File: src/rtl/spr_pkg.sv
package spr_pkg;

  localparam int SW = 24;
  localparam int CW = $clog2(SW + 1);

  typedef enum logic [1:0] {
    FMT_I2S = 2'd0,
    FMT_LJ  = 2'd1,
    FMT_RJ  = 2'd2,
    FMT_DSP = 2'd3
  } fmt_e;

  function automatic logic [CW-1:0] len_of(input logic [1:0] code);
    case (code)
      2'd1:    return CW'(20);
      2'd2:    return CW'(16);
      default: return CW'(24);
    endcase
  endfunction

  function automatic logic [SW-1:0] sign_ext(input logic [SW-1:0] w,
                                             input logic [CW-1:0] n);
    logic [SW-1:0] r;
    for (int i = 0; i < SW; i++)
      r[i] = (i < int'(n)) ? w[i] : w[n - 1'b1];
    return r;
  endfunction

endpackage

File: src/rtl/spr_sync.sv
module spr_sync #(
  parameter int STAGES = 2,
  parameter int W      = 3
) (
  input  logic         clk,
  input  logic         rst_n,
  input  logic [W-1:0] pins,
  output logic [W-1:0] q,
  output logic         rise
);

  logic [W-1:0] st [STAGES];
  logic         msb_prev;

  for (genvar g = 0; g < STAGES; g++) begin : g_stage
    if (g == 0) begin : g_first
      always_ff @(posedge clk or negedge rst_n)
        if (!rst_n) st[g] <= '0;
        else        st[g] <= pins;
    end else begin : g_next
      always_ff @(posedge clk or negedge rst_n)
        if (!rst_n) st[g] <= '0;
        else        st[g] <= st[g-1];
    end
  end

  always_ff @(posedge clk or negedge rst_n)
    if (!rst_n) msb_prev <= 1'b0;
    else        msb_prev <= st[STAGES-1][W-1];

  assign q    = st[STAGES-1];
  assign rise = st[STAGES-1][W-1] & ~msb_prev;

endmodule

File: src/rtl/spr_frame.sv
module spr_frame
  import spr_pkg::*;
(
  input  logic          clk,
  input  logic          rst_n,
  input  logic          clr,
  input  fmt_e          fmt,
  input  logic [CW-1:0] len,
  input  logic          rise,
  input  logic          f,
  input  logic          d,
  output logic          cap_v,
  output logic          cap_ch,
  output logic [SW-1:0] cap_word
);

  logic          fprev, active, pend, chan;
  logic [SW-1:0] hist, acc, nxt;
  logic [CW-1:0] cnt;
  logic          tog, pulse, last;
  logic          restart, rs_chan, rs_delay, rj_cap;

  assign nxt   = {acc[SW-2:0], d};
  assign tog   = rise && (f != fprev);
  assign pulse = rise && f && !fprev;
  assign last  = (cnt == len - 1'b1);

  always_comb begin
    restart  = 1'b0;
    rs_chan  = 1'b0;
    rs_delay = 1'b0;
    rj_cap   = 1'b0;
    case (fmt)
      FMT_I2S: begin restart = tog;   rs_chan = f;  rs_delay = 1'b1; end
      FMT_LJ:  begin restart = tog;   rs_chan = ~f; rs_delay = 1'b0; end
      FMT_DSP: begin restart = pulse; rs_chan = 1'b0; rs_delay = 1'b1; end
      default: rj_cap = tog;
    endcase
  end

  always_ff @(posedge clk or negedge rst_n) begin
    if (!rst_n) begin
      fprev    <= 1'b0;
      hist     <= '0;
      acc      <= '0;
      cnt      <= '0;
      active   <= 1'b0;
      pend     <= 1'b0;
      chan     <= 1'b0;
      cap_v    <= 1'b0;
      cap_ch   <= 1'b0;
      cap_word <= '0;
    end else begin
      cap_v <= 1'b0;
      if (rise) begin
        fprev <= f;
        hist  <= {hist[SW-2:0], d};
      end
      if (clr) begin
        active <= 1'b0;
        pend   <= 1'b0;
      end else if (rise) begin
        if (rj_cap) begin
          cap_v    <= 1'b1;
          cap_ch   <= ~fprev;
          cap_word <= sign_ext(hist, len);
        end
        if (restart) begin
          chan   <= rs_chan;
          pend   <= rs_delay;
          active <= ~rs_delay;
          acc    <= SW'(d);
          cnt    <= CW'(1);
        end else if (pend) begin
          pend   <= 1'b0;
          active <= 1'b1;
          acc    <= SW'(d);
          cnt    <= CW'(1);
        end else if (active) begin
          acc <= nxt;
          cnt <= cnt + 1'b1;
          if (last) begin
            cap_v    <= 1'b1;
            cap_ch   <= chan;
            cap_word <= sign_ext(nxt, len);
            if (fmt == FMT_DSP && !chan) begin
              chan <= 1'b1;
              cnt  <= '0;
            end else begin
              active <= 1'b0;
            end
          end
        end
      end
    end
  end


  cnt_range_chk: assert property (@(posedge clk) disable iff (!rst_n)
    active && !clr |-> cnt < len);


  cap_after_edge_chk: assert property (@(posedge clk) disable iff (!rst_n)
    cap_v |-> $past(rise));


  sext16_chk: assert property (@(posedge clk) disable iff (!rst_n)
    cap_v && ($past(len) == CW'(16)) |->
      (cap_word[SW-1:15] == '0) || (cap_word[SW-1:15] == '1));

endmodule

File: src/rtl/spr_out.sv
module spr_out
  import spr_pkg::*;
(
  input  logic          clk,
  input  logic          rst_n,
  input  logic          clr,
  input  logic          cap_v,
  input  logic          cap_ch,
  input  logic [SW-1:0] cap_word,
  input  logic          out_ready,
  output logic          out_valid,
  output logic [SW-1:0] out_left,
  output logic [SW-1:0] out_right
);

  logic [SW-1:0] lhold;
  logic          lflag;
  logic          load;

  assign load = !clr && cap_v && cap_ch && lflag && (!out_valid || out_ready);

  always_ff @(posedge clk or negedge rst_n) begin
    if (!rst_n) begin
      lhold     <= '0;
      lflag     <= 1'b0;
      out_valid <= 1'b0;
      out_left  <= '0;
      out_right <= '0;
    end else begin
      if (clr) begin
        lflag <= 1'b0;
      end else if (cap_v) begin
        if (!cap_ch) begin
          lhold <= cap_word;
          lflag <= 1'b1;
        end else begin
          lflag <= 1'b0;
        end
      end
      if (load) begin
        out_valid <= 1'b1;
        out_left  <= lhold;
        out_right <= cap_word;
      end else if (out_valid && out_ready) begin
        out_valid <= 1'b0;
      end
    end
  end


  hold_valid_chk: assert property (@(posedge clk) disable iff (!rst_n)
    out_valid && !out_ready |=> out_valid);


  hold_data_chk: assert property (@(posedge clk) disable iff (!rst_n)
    out_valid && !out_ready |=> $stable(out_left) && $stable(out_right));

endmodule

File: src/rtl/serial_pcm_rx.sv
module serial_pcm_rx
  import spr_pkg::*;
#(
  parameter int SYNC_STAGES = 2
) (
  input  logic          clk,
  input  logic          rst_n,
  input  logic [3:0]    cfg,
  input  logic          bclk,
  input  logic          lrclk,
  input  logic          sdata,
  output logic          out_valid,
  input  logic          out_ready,
  output logic [SW-1:0] out_left,
  output logic [SW-1:0] out_right
);

  localparam int PW = 3;

  logic [3:0]    cfg_q;
  logic          clr;
  fmt_e          fmt;
  logic [CW-1:0] len;
  logic [PW-1:0] sq;
  logic          rise;
  logic          cap_v, cap_ch;
  logic [SW-1:0] cap_word;

  always_ff @(posedge clk or negedge rst_n)
    if (!rst_n) cfg_q <= '0;
    else        cfg_q <= cfg;

  assign clr = (cfg != cfg_q);
  assign fmt = fmt_e'(cfg[1:0]);
  assign len = len_of(cfg[3:2]);

  spr_sync #(.STAGES(SYNC_STAGES), .W(PW)) u_sync (
    .clk  (clk),
    .rst_n(rst_n),
    .pins ({bclk, lrclk, sdata}),
    .q    (sq),
    .rise (rise)
  );

  spr_frame u_frame (
    .clk     (clk),
    .rst_n   (rst_n),
    .clr     (clr),
    .fmt     (fmt),
    .len     (len),
    .rise    (rise),
    .f       (sq[1]),
    .d       (sq[0]),
    .cap_v   (cap_v),
    .cap_ch  (cap_ch),
    .cap_word(cap_word)
  );

  spr_out u_out (
    .clk      (clk),
    .rst_n    (rst_n),
    .clr      (clr),
    .cap_v    (cap_v),
    .cap_ch   (cap_ch),
    .cap_word (cap_word),
    .out_ready(out_ready),
    .out_valid(out_valid),
    .out_left (out_left),
    .out_right(out_right)
  );

endmodule

File: config.mk
export PLATFORM = sky130hd
export DESIGN_NAME = serial_pcm_rx
export DESIGN_NICKNAME = d
export VERILOG_FILES = /design/src/rtl/spr_pkg.sv /design/src/rtl/spr_sync.sv /design/src/rtl/spr_frame.sv /design/src/rtl/spr_out.sv /design/src/rtl/serial_pcm_rx.sv
export SDC_FILE = /design/constraint.sdc
export NUM_CORES = 1
export LEC_CHECK = 0
export ABC_AREA = 1
export CAP_MARGIN = 0
export CORE_MARGIN = 4
export CORE_UTILIZATION = 58
export CTS_BUF_LIST = sky130_fd_sc_hd__clkbuf_8 sky130_fd_sc_hd__clkbuf_16
export CTS_CLUSTER_SIZE = 8
export DETAILED_ROUTE_END_ITERATION = 8
export HOLD_SLACK_MARGIN = 0.02
export PLACE_DENSITY = 0.85
export SLEW_MARGIN = 20
export SYNTH_ARGS = -nofsm -noshare
export SYNTH_HDL_FRONTEND = slang
export SYNTH_SLANG_ARGS = --single-unit
File: constraint.sdc
create_clock -name clk -period 1.96 [get_ports clk]
set_input_delay 0.196 -clock clk [delete_from_list [all_inputs] [get_ports clk]]
set_output_delay 0.196 -clock clk [all_outputs]
set_load 0.005 [all_outputs]
# After elaboration in Yosys (flattened, before gate mapping)
# Index checks and enable logic that the tools add are counted.
[classes]
add_sub_neg = 2
n_lt_le_gt_ge = 25
n_eq_ne = 8
muxes = 102
bitwise = 7
n_reduce_logical = 29
[ops]
columns = ["cell", "count"]
rows = [
  ["two-way mux 24 bit", 5],
  ["two-way mux 1 bit", 84],
  ["two-way mux 23 bit", 3],
  ["less-than comparator 4 x 5 -> 1 bit, first input constant", 8],
  ["less-than comparator 5 bit, first input constant", 8],
  ["two-way mux 5 bit", 5],
  ["less-than comparator 3 x 5 -> 1 bit, first input constant", 4],
  ["nonzero test 2 bit", 6],
  ["binary-select mux 1 bit (select 5 bit)", 2],
  ["less-than comparator 1 x 5 -> 1 bit, first input constant", 2],
  ["less-than comparator 2 x 5 -> 1 bit, first input constant", 2],
  ["logical AND 1 bit", 9],
  ["case mux 4 bit (2 select lines)", 1],
  ["less-than comparator 5 x 6 -> 1 bit, second input constant", 1],
  ["inverter 1 bit", 6],
  ["AND reduction 3 bit", 2],
  ["AND reduction 6 bit", 1],
  ["adder 5 x 1 -> 5 bit, second input constant", 1],
  ["equality test 5 bit", 1],
  ["subtractor 5 x 1 -> 5 bit, second input constant", 1],
  ["equality test 2 x 1 -> 1 bit, second input constant", 2],
  ["equality test 2 bit, second input constant", 2],
  ["logical NOT 1 bit", 4],
  ["!= test 4 bit", 1],
  ["other kinds (10)", 12],
]
[word_totals]
ff_bits = 167
output_inout_bits = 49
word_cells = 192

# Logic depth before layout (Yosys ltp)
# Gate-level depths: netlist (run 1).
[depth]
word_depth = 11
mapped_depth = 16

# Hierarchy
# Synthesis (run 1) repeated with hierarchy kept, for this count alone.
[unflattened]
cells_unflattened = 1203
area_unflattened_um2 = 8800.9
[by_module_without_submodules]
columns = ["module", "n_inst", "cells_each", "area_each_um2"]
rows = [
  ["spr_frame", 1, 834, 5413.9],
  ["spr_out", 1, 327, 2970.3],
  ["serial_pcm_rx", 1, 30, 209.0],
  ["spr_sync", 1, 12, 207.7],
]

# Worst setup path after synthesis (run 1)
# Ideal clock, no wire load.
[synth_timing]
kind = "input-to-reg"
from = "in cfg[2]"
to = "reg u_frame.cap_word[13]"
arrival_ns = 1.463
required_time_ns = 1.847
slack_ns = 0.384
stages = 16
n_path_buf = 1
cell_sequence = "inv_1 ha_1 inv_2 nand2_1 nand2_1 nor2_1 nand2_1 nor2_4 nand2_4 inv_4 buf_6 nand2_1 o21ai_0 nand2_1 nand2_1 inv_1"
[synth_via]
elab_chain_len = 11
[synth_rtl]
columns = ["item", "line_no", "source"]
rows = [
  ["from (decl)", "serial_pcm_rx.sv:8", "input logic [3:0] cfg,"],
  ["equality test 2 bit / equality test 2 x 1 -> 1 bit (equally long branches)", "spr_pkg.sv:14", "case (code)"],
  ["case mux 4 bit (2 select lines)", "spr_pkg.sv:14", ""],
  ["subtractor 5 x 1 -> 5 bit", "spr_pkg.sv:25, spr_frame.sv:26", ""],
  ["binary-select mux 1 bit (select 5 bit)", "spr_pkg.sv:25", "r[i] = (i < int'(n)) ? w[i] : w[n - 1'b1];"],
  ["two-way mux 1 bit (implied by the code)", "spr_pkg.sv:25", ""],
  ["two-way mux 1 bit", "spr_pkg.sv:25", ""],
  ["two-way mux 24 bit", "spr_frame.sv:63", "if (rj_cap) begin"],
  ["two-way mux 24 bit", "spr_frame.sv:82", "if (last) begin"],
  ["two-way mux 24 bit", "spr_frame.sv:79", "end else if (active) begin"],
  ["two-way mux 24 bit", "spr_frame.sv:74", "end else if (pend) begin"],
  ["two-way mux 24 bit", "spr_frame.sv:68", "if (restart) begin"],
  ["to (signal assigned)", "spr_frame.sv:66", "cap_word <= sign_ext(hist, len);"],
  ["to (signal assigned)", "spr_frame.sv:85", "cap_word <= sign_ext(nxt, len);"],
  ["to (decl)", "spr_frame.sv:14", "output logic [SW-1:0] cap_word"],
]
# Parallel ways exist; a longest one is shown, timed or not. The select of a mux whose other input is x is not followed.
# A chain may end at the register's enable or synchronous reset.

# Final worst setup path (run 1)
[layout_timing]
from = "in cfg[1]"
to = "reg u_frame.cap_word[8]"
[layout_via]
elab_chain_len = 8
[layout_rtl]
columns = ["item", "line_no", "source"]
rows = [
  ["equality test 2 x 1 -> 1 bit, or another cell as far along", "spr_frame.sv:33", "case (fmt)"],
  ["OR reduction 3 bit (no line)", "--", ""],
  ["two-way mux 1 bit", "spr_frame.sv:33", ""],
  ["two-way mux 24 bit", "spr_frame.sv:63", ""],
  ["two-way mux 24 bit", "spr_frame.sv:82", ""],
  ["two-way mux 24 bit", "spr_frame.sv:79", ""],
  ["two-way mux 24 bit", "spr_frame.sv:74", ""],
  ["two-way mux 24 bit", "spr_frame.sv:68", ""],
]
# Parallel ways exist; a longest one is shown, timed or not.

==> impl_metrics.csv, run 1 <==
group,metric,value,unit
critical_path,cp-start-kind,"input pin",
detailed_routing,via_per_inst,5.19,
final_layout,antennaDiodeCount,0,
timing,post-route-period-util,94.3,%
clocking,h-tree-depth,4,
logic_synthesis,netlist_instances,868,
clocking,ctsRootBufferMaster,"clkbuf_16",
critical_path,crit_family,"buffers and inverters",
timing,drv_slew,0,
die,core_area,12200,um2
final_layout,layout_common_cells,"nand2_1, dfrtp_1, inv_1, o21ai_0, clkdlybuf4s50_1",
final_layout,drive_above_1_share,8.39,%
power,ir_drop,538,uV
clocking,insertion_delay,430,ps
critical_path,rrSetupSlack,120,ps
global_route,grt_start_max_net_pins,65,
detailed_routing,dr.pass1.iters,5,
clocking,clk_pin_slew,60,ps
logic_synthesis,ys_seq_area_share,56.8,%
timing,tightest_slew,437,ps
die,dieWidth,121,um
detailed_routing,wl_met2,7.48,mm
critical_path,r2r_cells,8,
critical_path,path_cells,"clkdlybuf4s50_1, buf_4, or2_0, a21oi_1, nand2_2, nor2_2, buf_4, nand2_1, nand2_1, inv_1",
critical_path,path_depth,10,
global_route,antenna_found_initial,0,
detailed_routing,antenna_left,0,
power,p_leak,4.28,nW
die,dieArea,14500,um2
flow_run,drv_cap,0,
die,io-pin-count,59,
final_layout,stdcell_area,8880,um2
detailed_routing,vias,5813,
timing,max_clock_freq,541,MHz
critical_path,crit_required,2280,ps
critical_path,slowest_delay,420,ps
detailed_routing,wl_per_cell,13.9,um
clocking,clockBufferDepth,2,
worst_hold_path,min_from,"cfg[3]",
global_route,grt_pass1_vias,5553,
critical_path,cp.buffers_inverters,4,
detailed_routing,finalWirelength,15.5,mm
timing,hold_viol,0,
logic_synthesis,syn_area_per_cell,8.47,um2
global_route,grt_usage,22.7,%
final_layout,final_common_cell,"nand2_1",
critical_path,worst-setup-path-type,"input pin to register",
global_route,grt_first_pass_wirelength,26.4,mm
die,fp.dieH,121,um
placed_design,gp_congestion,0.854,
critical_path,cp_max_fo,25,
logic_synthesis,synth_edf_count,0,
placed_design,dp.final_hpwl,10.0,mm
critical_path,worstPathArrival,2170,ps
die,rows,40,
detailed_routing,topRoutingLayerUsed,"met4",
power,pwr_density_cell,815,nW/um2
clocking,cts_tree,"built",
detailed_routing,drc,0,
worst_hold_path,hold_depth,1,
final_layout,final-seq-area,4180,um2
worst_hold_path,whs_endpoint,"cfg_q[3]",
logic_synthesis,ys_ff_latch,167,
die,start_util,60.2,%
detailed_routing,drt-met1-wl,6.93,mm
final_layout,layout.nets,960,
critical_path,cp-startpoint,"cfg[1]",
timing,clock_skew,7.82,ps
final_layout,area_growth,20.7,%
detailed_routing,drt_iter0_markers,609,
logic_synthesis,synth.distinct_cells,33,
timing,setup-violations-final,0,
placed_design,placed_area,8230,um2
critical_path,r2r-start,"cfg_q[1]",
critical_path,end_kind,"register",
logic_synthesis,synth_warnings,0,
placed_design,port-buffer-count,58,
timing,tns,0,ps
timing,holdWs,27.4,ps
final_layout,multi_input_area,2500,um2
final_layout,fillers,860,
clocking,cts.sinks,167,
clocking,cts-buffers-inserted,17,
global_route,grt_overflow,0,
logic_synthesis,synthesis.nets,888,
critical_path,cp_slowest_cell,"clkdlybuf4s50_1",
status,status,"completed",
clocking,post_cts_buffers,0,
timing,min_period,1850,ps
critical_path,regToRegEndpoint,"u_frame.cap_word[8]",
timing,relSlewSlack,70.9,%
detailed_routing,wl_met3,795,um
logic_synthesis,async_flop_share,100,%
logic_synthesis,synthFlopType,"dfrtp_1",
logic_synthesis,netlist_area,7360,um2
worst_hold_path,hp-class,"input pin to register",
worst max-delay path by stage:
stage                           endpoint  slack (ps)
global route         u_frame.cap_word[5]         -10
global placement    u_frame.cap_word[11]        -290
finish               u_frame.cap_word[8]         110
CTS                  u_frame.cap_word[5]          60
floorplan           u_frame.cap_word[13]         380
detailed placement  u_frame.cap_word[11]        -360
cell usage after synthesis, types with 2 or more instances:
library cell | n | area share, %
buf_6 | 9 | 1.4
o21ai_0 | 84 | 5.7
dfrtp_1 | 167 | 57
clkbuf_1 | 14 | 0.71
nand4_1 | 2 | 0.17
o21ai_1 | 44 | 3.0
nand2_4 | 4 | 0.61
ha_1 | 10 | 1.7
buf_2 | 7 | 0.48
nor2_4 | 2 | 0.31
nor2_1 | 21 | 1.1
nand2_2 | 3 | 0.26
a21oi_1 | 17 | 1.2
mux2i_1 | 4 | 0.54
xor2_1 | 4 | 0.48
inv_1 | 115 | 5.9
o22ai_1 | 2 | 0.17
nand3_1 | 22 | 1.5
nand2_1 | 318 | 16
buf_4 | 5 | 0.51
clkbuf_2 | 2 | 0.14
repair_timing:
item	4_1_cts	5_1_grt
setup endpoints to repair	0	52
gates resized for setup	0	7
hold buffers	1	2
endpoints found under the hold margin	167	2
final cells by class:
| cell class | count | share of cell area, % |
|---|---|---|
| Timing Repair Buffer | 91 | 10.8 |
| Tap cell | 168 | 2.37 |
| Clock inverter | 14 | 1.56 |
| Clock buffer | 18 | 4.95 |
| Sequential cell | 167 | 47.1 |
| Multi-Input combinational cell | 545 | 28.1 |
| Inverter | 118 | 5.09 |
power breakdown:
group          switching, W  internal [W]  total [W]
Sequential        0.0000775       0.00354    0.00362
Clock               0.00142       0.00182    0.00323
Combinational      0.000246      0.000140   0.000386
sequential cells by signal (all words and copies together) (netlist names), 3 cells and up:
name,cells
u_sync.st,3
u_out.out_left,24
u_frame.cnt,5
u_frame.cap_word,24
u_out.out_right,24
cfg_q,4
u_out.lhold,24
u_frame.hist,24
u_sync.q,3
u_frame.acc,23
per-stage QoR:
stage	total power, W	util (%)	cells	setup slack, ps
floorplan	0.00386	-	868	384
global placement	0.00405	67.4	1085	-290
detailed placement	0.00406	67.4	1085	-361
CTS	0.00730	72.2	1118	60.3
global route	0.00753	72.7	1121	-9.62
finish	0.00724	72.7	1121	111
logic make-up (layout without fill, tap and decap cells):
logic type,count (synthesis),after routing,share of synthesized area [%]
buf+inv,156,241,9.34
fa+ha+maj,10,10,1.70
xor+xnor,4,4,0.476
compound gates,150,150,10.4
flops,167,167,56.8
mux,4,4,0.544
simple gates,377,377,20.8
routing by layer:
layer  vias up  global-route usage, %
met5         -                      0
met4         0                   9.63
met3        30                   5.29
met2       170                   35.6
met1      2785                   30.6
li1       2828                      -
Note: power is estimated with default switching activity, not from simulation.
==> run 2: changes to the inputs <==
--- a/config.mk
+++ b/config.mk
@@ -7,13 +7,15 @@
 export LEC_CHECK = 0
 export ABC_AREA = 1
 export CAP_MARGIN = 0
+export CELL_PAD_IN_SITES_DETAIL_PLACEMENT = 1
+export CELL_PAD_IN_SITES_GLOBAL_PLACEMENT = 1
 export CORE_MARGIN = 4
-export CORE_UTILIZATION = 58
+export CORE_UTILIZATION = 44
 export CTS_BUF_LIST = sky130_fd_sc_hd__clkbuf_8 sky130_fd_sc_hd__clkbuf_16
 export CTS_CLUSTER_SIZE = 8
 export DETAILED_ROUTE_END_ITERATION = 8
 export HOLD_SLACK_MARGIN = 0.02
-export PLACE_DENSITY = 0.85
+export PLACE_DENSITY = 0.84
 export SLEW_MARGIN = 20
 export SYNTH_ARGS = -nofsm -noshare
 export SYNTH_HDL_FRONTEND = slang
==> run 2 against run 1 <==
Net effect: routed wire length is 34% higher; count of clock-buffer cells in the layout is the same; first-iteration DRC count down 41%; worst setup slack lost 70 ps; combinational power up 7.0%; critical path type is now register to register; largest cell class unchanged.
==> impl_metrics.csv, run 2 (synthesis results as in run 1) <==
group,metric,value,unit
power,pwr-share-clk,45.6,%
timing,setup-violations-final,0,
die,fp.dieH,137,um
die,rows,47,
worst_hold_path,hp-class,"input pin to register",
worst_hold_path,hold_depth,1,
status,status,"completed",
power,p_int,0.00553,W
final_layout,antennaDiodeCount,0,
critical_path,r2r_cells,8,
detailed_routing,wl_per_cell,17.6,um
die,start_util,44.7,%
clocking,h-tree-depth,4,
detailed_routing,drc,0,
critical_path,end_kind,"register",
clocking,clockBufferDepth,2,
final_layout,layout_common_cells,"nand2_1, dfrtp_1, inv_1, o21ai_0, clkdlybuf4s50_1",
clocking,ctsRootBufferMaster,"clkbuf_16",
final_layout,drive_above_1_share,10.2,%
power,fin_total_pwr,0.00743,W
final_layout,area_growth,23.4,%
placed_design,port-buffer-count,58,
worst_hold_path,whs_endpoint,"cfg_q[3]",
critical_path,regToRegEndpoint,"u_frame.acc[4]",
power,p_leak,4.32,nW
timing,hold_viol,0,
global_route,grt_start_max_net_pins,78,
power,p_switching,0.00191,W
placed_design,dp.final_hpwl,12.5,mm
critical_path,r2r-start,"cfg_q[1]",
flow_run,drv_cap,0,
clocking,cts_tree,"built",
detailed_routing,vias,6045,
worst_hold_path,min_from,"cfg[3]",
power,ir_drop,562,uV
clocking,clk_pin_slew,70,ps
critical_path,rrSetupSlack,40,ps
die,dieWidth,137,um
die,core_area,16500,um2
clocking,insertion_delay,440,ps
power,seqPwrFrac,48.9,%
critical_path,cp-start-kind,"register",
timing,tns,0,ps
detailed_routing,antenna_left,0,
critical_path,cp_max_fo,23,
global_route,grt_overflow,0,
global_route,antenna_found_initial,0,
power,combPwrFrac,5.6,%
timing,clock_skew,16.3,ps
power,pwr_density_cell,819,nW/um2
critical_path,crit_required,2300,ps
timing,tightest_slew,445,ps
detailed_routing,drt_iter0_markers,360,
final_layout,final_common_cell,"nand2_1",
timing,post-route-period-util,97.9,%
placed_design,gp_congestion,0.802,
die,dieArea,18800,um2
detailed_routing,via_per_inst,5.12,
critical_path,worst-setup-path-type,"register to register",
timing,min_period,1920,ps
timing,max_clock_freq,521,MHz
global_route,grt_pass1_vias,6358,
die,io-pin-count,59,
timing,relSlewSlack,70.3,%
clocking,cts-buffers-inserted,17,
final_layout,layout.nets,967,
clocking,cts.sinks,167,
detailed_routing,finalWirelength,20.8,mm
critical_path,worstPathArrival,2260,ps
power,p_sw_share,25.7,%
timing,drv_slew,0,
global_route,grt_usage,22.3,%
detailed_routing,dr.pass1.iters,4,
global_route,grt_first_pass_wirelength,32.9,mm
## run 2: changes by cell type in the layout (fill, tap and decap cells not counted), sizes merged, moves of 2 or more
cell,delta
clkinvlp,+2
dlygate4sd2,+2
dlygate4sd3,-2
buf,+8
## run 2: worst max path at each step
stage                   from              endpoint  slack, ps
floorplan             cfg[2]  u_frame.cap_word[13]        380
global placement      cfg[3]   u_frame.cap_word[3]       -370
detailed placement    cfg[3]   u_frame.cap_word[3]       -440
CTS                   cfg[3]  u_frame.cap_word[15]          8
global route        cfg_q[1]       u_frame.acc[16]        -20
finish              cfg_q[1]        u_frame.acc[4]         40
## run 2: worst max-delay path, cell delays in order, from the launching register on
cell and delay (ps):
dfrtp_1 380, or2_0 190, a21oi_1 200, nand2_2 180
nor2_4 240, o21ai_4 80, buf_4 160, clkbuf_16 180
o21ai_0 190
## run 2: routing by layer
metal / share of wire [%] / GRT usage (%) / routed length, um
met5: 0 / 0 / 0
met4: 2.1 / 6.76 / 439
met3: 3.5 / 4.27 / 724
met2: 51 / 38.9 / 10700
met1: 43 / 28.1 / 8940
## run 2: metrics by stage
step / hold WS [ps] / util [%] / worst slack (ps) / cell area [um2] / instances
after floorplan: -99.6 / - / 384 / 7360 / 868
after global placement: 96.9 / 50.5 / -365 / 8320 / 1141
after detailed placement: 94.8 / 50.5 / -445 / 8320 / 1141
after CTS: 111 / 54.3 / 8.10 / 8950 / 1174
after global routing: 20.1 / 55.1 / -19.2 / 9080 / 1180
final: 16.0 / 55.1 / 41.4 / 9080 / 1180
## run 2: timing repair
| action | 4_1_cts | 5_1_grt |
|---|---|---|
| hold endpoints to repair | 87 | 0 |
| endpoints found under the setup margin | 16 | 47 |
| pin swaps | 0 | 2 |
| hold buffers | 1 | 0 |
| buffers inserted | 0 | 4 |
| gates cloned | 0 | 2 |
| gates resized for setup | 10 | 18 |
## run 2: area by class of cell
cell class	instances	area, um2
multi-input combinational	545	2540
fill	1915	7390
clock inverter	14	160
tap	220	275
inverter	118	452
clock buffer	18	439
sequential	167	4180
timing repair buffer	98	1030
## run 2: power by group through the flow
stage	registers, W	clock network, W	logic (W)
floorplan	0.00366	0	0.000199
CTS	0.00363	0.00342	0.000412
global placement	0.00369	0	0.000380
global route	0.00365	0.00362	0.000470
finish	0.00363	0.00339	0.000413
detailed placement	0.00369	0	0.000397
==> run 3: changes to the inputs <==
--- a/config.mk
+++ b/config.mk
@@ -14,6 +14,7 @@
 export CTS_BUF_LIST = sky130_fd_sc_hd__clkbuf_8 sky130_fd_sc_hd__clkbuf_16
 export CTS_CLUSTER_SIZE = 8
 export DETAILED_ROUTE_END_ITERATION = 8
+export GPL_TIMING_DRIVEN = 0
 export HOLD_SLACK_MARGIN = 0.02
 export PLACE_DENSITY = 0.84
 export SLEW_MARGIN = 20
==> run 3 against run 2 <==
Net effect: the run now ends with setup timing left; register-to-register slack got worse by 99 ps; count of clock-buffer cells in the layout decreased by 1; flip-flop and latch count unchanged; first-iteration DRC count increased by 3.6%; sequential power about the same; die area unchanged; fmax decreased by 4.9%; cell count increased by 1.0%; via count increased by 0.25%; clock skew decreased by 5.0 ps; global-route usage increased by 1.4 points; power increased by 1.8%; critical path type unchanged; highest routed layer unchanged.
==> impl_metrics.csv, run 3 (synthesis results as in run 1) <==
group,metric,value,unit
status,status,"finished, violations left",
status,violations,"setup timing",
global_route,grt_overflow,0,
placed_design,port-buffer-count,58,
detailed_routing,drt_iter0_markers,373,
global_route,grt_usage,23.7,%
timing,setup_ws,-57.7,ps
timing,drv_slew,0,
power,p_leak,4.31,nW
critical_path,cp_max_fo,10,
final_layout,drive_above_1_share,12.8,%
power,ir_drop,627,uV
detailed_routing,drc,0,
final_layout,layout.nets,980,
timing,tightest_slew,656,ps
timing,hold_viol,0,
timing,rsz0062_at_grt,"true",
detailed_routing,antenna_left,0,
die,dieArea,18800,um2
detailed_routing,dr.pass1.iters,5,
final_layout,final_common_cell,"nand2_1",
placed_design,gp_congestion,0.775,
clocking,h-tree-depth,4,
timing,setup-violations-final,1,
die,fp.dieH,137,um
timing,relSlewSlack,56.2,%
critical_path,end_kind,"register",
global_route,grt_pass1_vias,6462,
timing,holdWs,118,ps
timing,min_period,2020,ps
timing,max_clock_freq,496,MHz
final_layout,layout_common_cells,"nand2_1, dfrtp_1, inv_1, o21ai_0, clkdlybuf4s50_1",
placed_design,dp_slack,-738,ps
critical_path,worst-setup-path-type,"register to register",
power,pwr_density_cell,831,nW/um2
critical_path,cp-startpoint,"cfg_q[1]",
clocking,clk_pin_slew,70,ps
flow_run,drv_cap,0,
placed_design,dp.final_hpwl,14.5,mm
die,core_area,16500,um2
worst_hold_path,hp-class,"input pin to register",
die,dieWidth,137,um
clocking,cts-buffers-inserted,17,
global_route,antenna_found_initial,0,
timing,clock_skew,11.4,ps
die,io-pin-count,59,
timing,post-route-period-util,103,%
detailed_routing,vias,6060,
critical_path,worstPathArrival,2350,ps
clocking,cts.sinks,167,
final_layout,area_growth,23.8,%
critical_path,r2r-start,"cfg_q[1]",
global_route,grt_start_max_net_pins,85,
detailed_routing,via_per_inst,5.08,
die,rows,47,
clocking,insertion_delay,450,ps
global_route,grt_first_pass_wirelength,34.1,mm
detailed_routing,wl_per_cell,18.1,um
worst_hold_path,min_from,"cfg[3]",
detailed_routing,finalWirelength,21.6,mm
final_layout,antennaDiodeCount,0,
clocking,cts_tree,"built",
critical_path,crit_required,2290,ps
clocking,ctsRootBufferMaster,"clkbuf_16",
critical_path,cp-start-kind,"register",
die,start_util,44.7,%
clocking,clockBufferDepth,2,
## run 3: timing repair
action / 4_1_cts / 5_1_grt
hold buffers: 1 / 2
gates resized for setup: 16 / 61
setup buffers: 3 / 8
endpoints found under the hold margin: 83 / 2
pin swaps: 0 / 3
setup endpoints to repair: 98 / 100
## run 3: final timing paths
path	to	slack, ps	cells past startpoint
min in group asynchronous	u_out.out_left[9]	320	2
hold reg to reg	u_sync.q[2]	350	0
setup / recovery	u_out.out_right[21]	-60	7
setup reg to reg	u_out.out_right[21]	-60	7
hold / removal	cfg_q[3]	120	1
max in group asynchronous	u_frame.cnt[3]	770	3
## run 3: layout make-up
cell class | count | area [um2]
repair buffers | 73 | 713
inverters | 118 | 450
well taps | 220 | 275
clock buffers | 17 | 425
multi-input cells | 545 | 2590
plain buffers | 38 | 285
fillers | 1932 | 7360
clock inverters | 14 | 188
flip-flops and latches | 167 | 4180
## run 3: routing by layer
metal  global-route usage, %  part of all wire (%)  wire length [um]
met5                       0                     0                 0
met4                    11.3                   3.0               641
met3                    4.64                   2.7               592
met2                    42.1                    52             11300
met1                    27.5                    42              9040
## run 3: worst max-delay path, stage by stage (launching register included)
cell and delay [ps]:
dfrtp_1 380, or2_1 220, a21oi_2 160, nand2_2 140, nor2_4 200, nand4_4 190, clkbuf_2 310, o21ai_1 300
## run 3: report_power, final
group | total, W | internal, W | switching (W)
sequential | 0.00362 | 0.00354 | 0.0000815
combinational | 0.000383 | 0.000121 | 0.000262
clock | 0.00356 | 0.00204 | 0.00153
## run 3: per-stage QoR
step	setup TNS, ps	utilization, %	cells	cell area [um2]	total power [W]
3_3_place_gp	-1064230	49.9	1146	8210	0.00402
4_1_cts	0	54.1	1182	8910	0.00761
6_report	-57.7	55.3	1192	9110	0.00757
3_5_place_dp	-61270	50.1	1147	8240	0.00405
5_1_grt	-833	55.3	1192	9110	0.00785
2_1_floorplan	0	-	868	7360	0.00386
